==> config.mk <==
export PLATFORM = sky130hd
export DESIGN_NAME = flt_to_fixed
export DESIGN_NICKNAME = d
export VERILOG_FILES = /design/src/rtl/flt_to_fixed.sv
export SDC_FILE = /design/constraint.sdc
export NUM_CORES = 1
export LEC_CHECK = 0
export BUFFER_PORTS_ARGS = -buffer_cell sky130_fd_sc_hd__buf_2
export CORE_MARGIN = 10
export CORE_UTILIZATION = 47
export CTS_CLUSTER_DIAMETER = 30
export CTS_CLUSTER_SIZE = 10
export DETAILED_ROUTE_END_ITERATION = 12
export PLACE_DENSITY = 0.73
export SETUP_SLACK_MARGIN = 0.02
export SLEW_MARGIN = 25
export SYNTH_ARGS = -nofsm -noshare
export SYNTH_HDL_FRONTEND = slang
export SYNTH_SLANG_ARGS = --single-unit
export TNS_END_PERCENT = 10
==> constraint.sdc <==
create_clock -name clk -period 6.7 [get_ports clk]
set_clock_uncertainty 0.05 [all_clocks]
set_input_delay 1.34 -clock clk [delete_from_list [all_inputs] [get_ports clk]]
set_output_delay 1.34 -clock clk [all_outputs]
set_load 0.005 [all_outputs]
==> src/rtl/flt_to_fixed.sv <==
`timescale 1ns/1ps
module flt_to_fixed #(
  parameter int FBW = 7
) (
  input  logic           clk,
  input  logic           rst_n,
  input  logic           in_vld,
  input  logic [31:0]    in_op,
  input  logic           in_signed,
  input  logic [1:0]     in_width,
  input  logic [FBW-1:0] in_fbits,
  input  logic [1:0]     in_rmode,
  output logic           out_done,
  output logic [63:0]    out_val,
  output logic           out_invalid,
  output logic           out_inexact
);
  localparam int MANW = 23;
  localparam int SIGW = MANW + 1;
  localparam int BIAS = 127;
  localparam int RW   = 66;
  localparam int LMAX = RW - SIGW;
  localparam int RSH  = SIGW + 2;
  localparam int XW   = SIGW + RSH;
  localparam int KW   = FBW + 4;

  wire            sgn    = in_op[31];
  wire [7:0]      ex     = in_op[30:23];
  wire [MANW-1:0] mn     = in_op[MANW-1:0];
  wire            is_zero = (ex == 8'd0);
  wire            is_max  = &ex;
  wire            is_nan  = is_max & (|mn);
  wire            is_inf  = is_max & ~(|mn);
  wire [SIGW-1:0] sig    = {1'b1, mn};

  logic signed [KW-1:0] kk;
  assign kk = $signed({{(KW-8){1'b0}}, ex}) + $signed({{(KW-FBW){1'b0}}, in_fbits})
            - $signed(KW'(BIAS + MANW));

  wire          k_neg = kk[KW-1];
  wire          big   = !k_neg && (kk[KW-2:0] >= (KW-1)'(LMAX));
  wire [KW-1:0] nk    = -kk;
  wire [5:0]    rsh   = (nk > KW'(RSH)) ? 6'(RSH) : nk[5:0];

  wire [XW-1:0] xs    = {sig, {RSH{1'b0}}} >> rsh;
  wire [RW-1:0] lsh_v = {{(RW-SIGW){1'b0}}, sig} << kk[5:0];
  wire [RW-1:0] s1_int = k_neg ? {{(RW-SIGW){1'b0}}, xs[XW-1:RSH]} : lsh_v;
  wire          s1_g   = k_neg & xs[RSH-1];
  wire          s1_st  = k_neg & (|xs[RSH-2:0]);
  wire          finite = ~is_zero & ~is_max;

  logic          p_vld, p_neg, p_nan, p_huge, p_g, p_st, p_signed;
  logic [1:0]    p_w, p_rm;
  logic [RW-1:0] p_int;

  always_ff @(posedge clk or negedge rst_n) begin
    if (!rst_n) begin
      p_vld    <= 1'b0;
      p_neg    <= 1'b0;
      p_nan    <= 1'b0;
      p_huge   <= 1'b0;
      p_g      <= 1'b0;
      p_st     <= 1'b0;
      p_signed <= 1'b0;
      p_w      <= 2'd0;
      p_rm     <= 2'd0;
      p_int    <= '0;
    end else begin
      p_vld <= in_vld;
      if (in_vld) begin
        p_neg    <= sgn & ~is_zero;
        p_nan    <= is_nan;
        p_huge   <= is_inf | (finite & big);
        p_int    <= finite ? s1_int : '0;
        p_g      <= finite & s1_g;
        p_st     <= finite & s1_st;
        p_signed <= in_signed;
        p_w      <= in_width;
        p_rm     <= in_rmode;
      end
    end
  end

  logic inc;
  always_comb begin
    case (p_rm)
      2'd0:    inc = p_g & (p_st | p_int[0]);
      2'd1:    inc = ~p_neg & (p_g | p_st);
      2'd2:    inc = p_neg & (p_g | p_st);
      default: inc = 1'b0;
    endcase
  end

  wire [RW-1:0] rmag  = p_int + {{(RW-1){1'b0}}, inc};
  wire [6:0]    wbits = (p_w == 2'd0) ? 7'd16 : (p_w == 2'd1) ? 7'd32 : 7'd64;
  wire [63:0]   pos_lim = (64'd1 << (wbits - 7'd1)) - 64'd1;
  wire [63:0]   ulim    = {64{1'b1}} >> (7'd64 - wbits);
  wire [RW-1:0] neg_lim = {2'b00, pos_lim} + RW'(1);

  wire s_ovf = p_huge | (p_neg ? (rmag > neg_lim) : (rmag > {2'b00, pos_lim}));
  wire u_neg = p_neg & (p_huge | (rmag != '0));
  wire u_ovf = ~p_neg & (p_huge | (rmag > {2'b00, ulim}));
  wire [63:0] twos = p_neg ? -rmag[63:0] : rmag[63:0];

  logic [63:0] res;
  logic        inv;
  always_comb begin
    if (p_nan) begin
      res = '0;
      inv = 1'b1;
    end else if (p_signed) begin
      inv = s_ovf;
      res = s_ovf ? (p_neg ? ~pos_lim : pos_lim) : twos;
    end else begin
      inv = u_neg | u_ovf;
      res = u_neg ? 64'd0 : (u_ovf ? ulim : rmag[63:0]);
    end
  end

  always_ff @(posedge clk or negedge rst_n) begin
    if (!rst_n) begin
      out_done    <= 1'b0;
      out_val     <= '0;
      out_invalid <= 1'b0;
      out_inexact <= 1'b0;
    end else begin
      out_done    <= p_vld;
      out_invalid <= p_vld & inv;
      out_inexact <= p_vld & (p_g | p_st) & ~inv;
      if (p_vld) out_val <= res;
    end
  end
endmodule

==> results.toml <==
[setup_path]
arrival_ps = 6730
worstSetupPathType = "register to register"
cp-startpoint = "p_rm[0]$_DFFE_PN0P_"
endpoint_kind = "register"
worst-path-max-fanout = 32
cp.required_ps = 7010
cp-start-kind = "register"
r2r-start = "p_rm[0]$_DFFE_PN0P_"

[place]
dpl.hpwl_mm = 52.1
io_buffer_count = 113
dpl_worst_slack_ps = -1.45
placed_area_um2 = 18000
place_congestion = 1.03

[pwr]
p_total_w = 0.00579
leakage_nw = 8.04
peakVddDrop_mv = 0.200
cellPowerDensity_nw_per_um2 = 309

[global_route]
grt_pass1_vias = 17300
grt-busiest-layer = "met2"
antenna_found_initial = 0
grt_pass1_wl_mm = 103
met3_usage = 0.0313
met1_usage = 0.380
grt.overflow.total = 0
grt_use_met2 = 0.484
grt_start_max_net_pins = 82
grt.total_usage = 0.293

[outcome]
outcome = "completed"

[routing]
drc = 0
wire_per_inst_um = 23.6
first_pass_iters = 8
dr.first_iter.drc_count = 1679
vias_per_cell = 6.49
ant_nets = 0
wl_mm = 66.3
dr_total_vias = 18200

[synthesis]
async_reset_ff_frac = 1.00
synth-seq-cells = 144
syn_inst = 2245
synth_nets = 2405
avgSynthCellArea_um2 = 7.39
synth-edff-count = 0
synth_ff_type = "dfrtp_1"
ys_seq_area_frac = 0.217
yosys_warnings = 0
netlist_area_um2 = 16600
ys_types = 86

[clocking]
h-tree-depth = 4
clock_latency_ps = 450
clock_sinks = 144
cts-root-buf = "clkbuf_16"
cts_tree = "yes"
clk_path_buf_depth = 2
numCtsBuffers = 17
clkTransAtPathRegs_ps = 70

[timing]
grt_setup_unrepaired = "yes"
worst_slew_pin_slew_ps = 940
worst_slack_ps = 279
maxSlewHeadroom = 0.367
fin_crit_sh = 0.958
hold_violations = 0
setup_viol = 0
drv_slew = 0
fmax_mhz = 156
fin_crit_ps = 6420

[cells_and_area]
final_nets = 2495
final_area_um2 = 18700
diodes = 0
drive_gt1_frac = 0.143
n_fill_cell = 3388
area_delta_synth_final_pct = 12.8

[min_path]
hp-class = "register to register"
worstHoldStart = "out_val[60]$_DFFE_PN0P_"

[floorplan]
coreArea_um2 = 34700
rows = 68
die-width_um = 208
floorplan.initialDensity = 0.478
io_pins = 114
die_y_um = 208
dieArea_um2 = 43200

[run]
maxCapViolCount = 0
==> layout make-up <==
cell class,instances,area (µm²),area share
multi-input cells,1833,12100,0.649
flip-flops and latches,144,3600,0.193
repair buffers,210,1330,0.0708
well taps,455,569,0.0304
inverters,129,484,0.0259
clock buffers,17,425,0.0227
clock inverters,15,166,0.00889
==> routing by layer <==
metal,up-vias,routed length [µm]
met1,8624,28100
met5,-,0
met3,158,4220
met4,0,3120
met2,888,30900
li1,8516,-
==> flip-flops by register name, indices dropped and copies added, names as in the netlist, 2 cells and up <==
register  flops
p_int        66
out_val      64
p_rm          2
p_w           2
==> synthesized netlist by cell type, types with 17 or more instances <==
cell type | n | area, µm²
nor2_1 | 248 | 931
nand2_1 | 236 | 886
dfrtp_1 | 144 | 3600
o21ai_0 | 139 | 696
a21oi_1 | 138 | 691
inv_1 | 127 | 477
xnor2_1 | 117 | 1020
ha_1 | 112 | 1400
clkbuf_1 | 108 | 405
o22ai_1 | 84 | 526
nand3_1 | 71 | 355
nor3_1 | 58 | 290
nand4_1 | 47 | 294
a21o_1 | 42 | 315
mux2i_1 | 39 | 390
nor4_1 | 36 | 225
o221ai_1 | 28 | 245
o31ai_1 | 28 | 210
a31oi_1 | 25 | 156
o221ai_2 | 25 | 375
or3_1 | 23 | 144
and3_1 | 22 | 138
buf_1 | 21 | 78.8
o211ai_1 | 18 | 135
a211oi_1 | 17 | 128
and2_1 | 17 | 106
nor2b_1 | 17 | 106
==> stage by stage <==
step | utilization | instances | hold slack, ps | TNS (ps)
6_report | 0.539 | 2803 | 432 | 0
2_1_floorplan | - | 2245 | 302 | 0
4_1_cts | 0.535 | 2798 | 436 | 0
3_5_place_dp | 0.518 | 2766 | 419 | -1.45
3_3_place_gp | 0.518 | 2766 | 422 | 0
5_1_grt | 0.539 | 2803 | 443 | -13.9
==> cell families after synthesis <==
kind of cell / count (synthesis) / synth area share
buffers and inverters: 268 / 0.0619
multiplexers: 54 / 0.0357
adder cells (fa/ha/maj): 113 / 0.0857
AO/OA/AOI/OAI: 688 / 0.285
other: 1 / 0.000226
AND/OR/NAND/NOR: 853 / 0.249
XOR/XNOR: 124 / 0.0655
flip-flops: 144 / 0.217
==> power by group <==
group / switching, W / internal [W] / total [W] / leakage [nW]
registers: 0.000237 / 0.00111 / 0.00135 / 1.85
clock network: 0.000455 / 0.000530 / 0.000985 / 0.288
logic: 0.00220 / 0.00126 / 0.00346 / 5.90
==> timing repair <==
action,4_1_cts,5_1_grt
hold buffers,0,0
buffers inserted,0,5
resized for setup,1,17
gates cloned,0,0
setup endpoints to repair,13,63
pin swaps,0,2
==> path summary, 6_finish.rpt <==
kind / end / slack [ps] / depth (start not counted)
max in group asynchronous: p_int[11]$_DFFE_PN0P_ / 4430 / 2
worst max-delay path: out_val[40]$_DFFE_PN0P_ / 280 / 19
worst min-delay path: out_val[60]$_DFFE_PN0P_ / 430 / 2
worst min register to register: out_val[60]$_DFFE_PN0P_ / 430 / 2
min in group asynchronous: out_val[57]$_DFFE_PN0P_ / 860 / 1
worst max register to register: out_val[40]$_DFFE_PN0P_ / 280 / 19
==> worst max-delay path, stage by stage (launching register included) <==
cell,delay [ps]
dfrtp_1,350
inv_1,80
ha_1,210
xnor2_1,150
o211ai_1,120
a21oi_1,160
ha_1,220
ha_1,290
nand2_2,210
or4_1,560
xnor2_1,200
or4_1,630
or4_1,580
or3_1,500
or4_4,540
o41ai_4,370
nor3b_4,410
o31ai_4,110
buf_4,280
o221ai_1,270
==> placed cells by master (no fill, tap or decap), types with 17 or more instances in the layout <==
master,instances
and2_1,17
a21oi_1,138
buf_2,112
o221ai_1,28
or3_1,23
clkbuf_16,17
and3_1,22
a211oi_1,17
o21ai_0,139
o31ai_1,25
inv_1,127
nand4_1,47
dfrtp_1,143
o221ai_2,25
buf_4,95
o22ai_1,84
a31oi_1,24
xnor2_1,111
nor4_1,33
nor2_1,246
nor3_1,57
nand2_1,234
mux2i_1,39
nand3_1,70
ha_1,111
o211ai_1,18
a21o_1,42
Power figures use the tool's default switching activity.
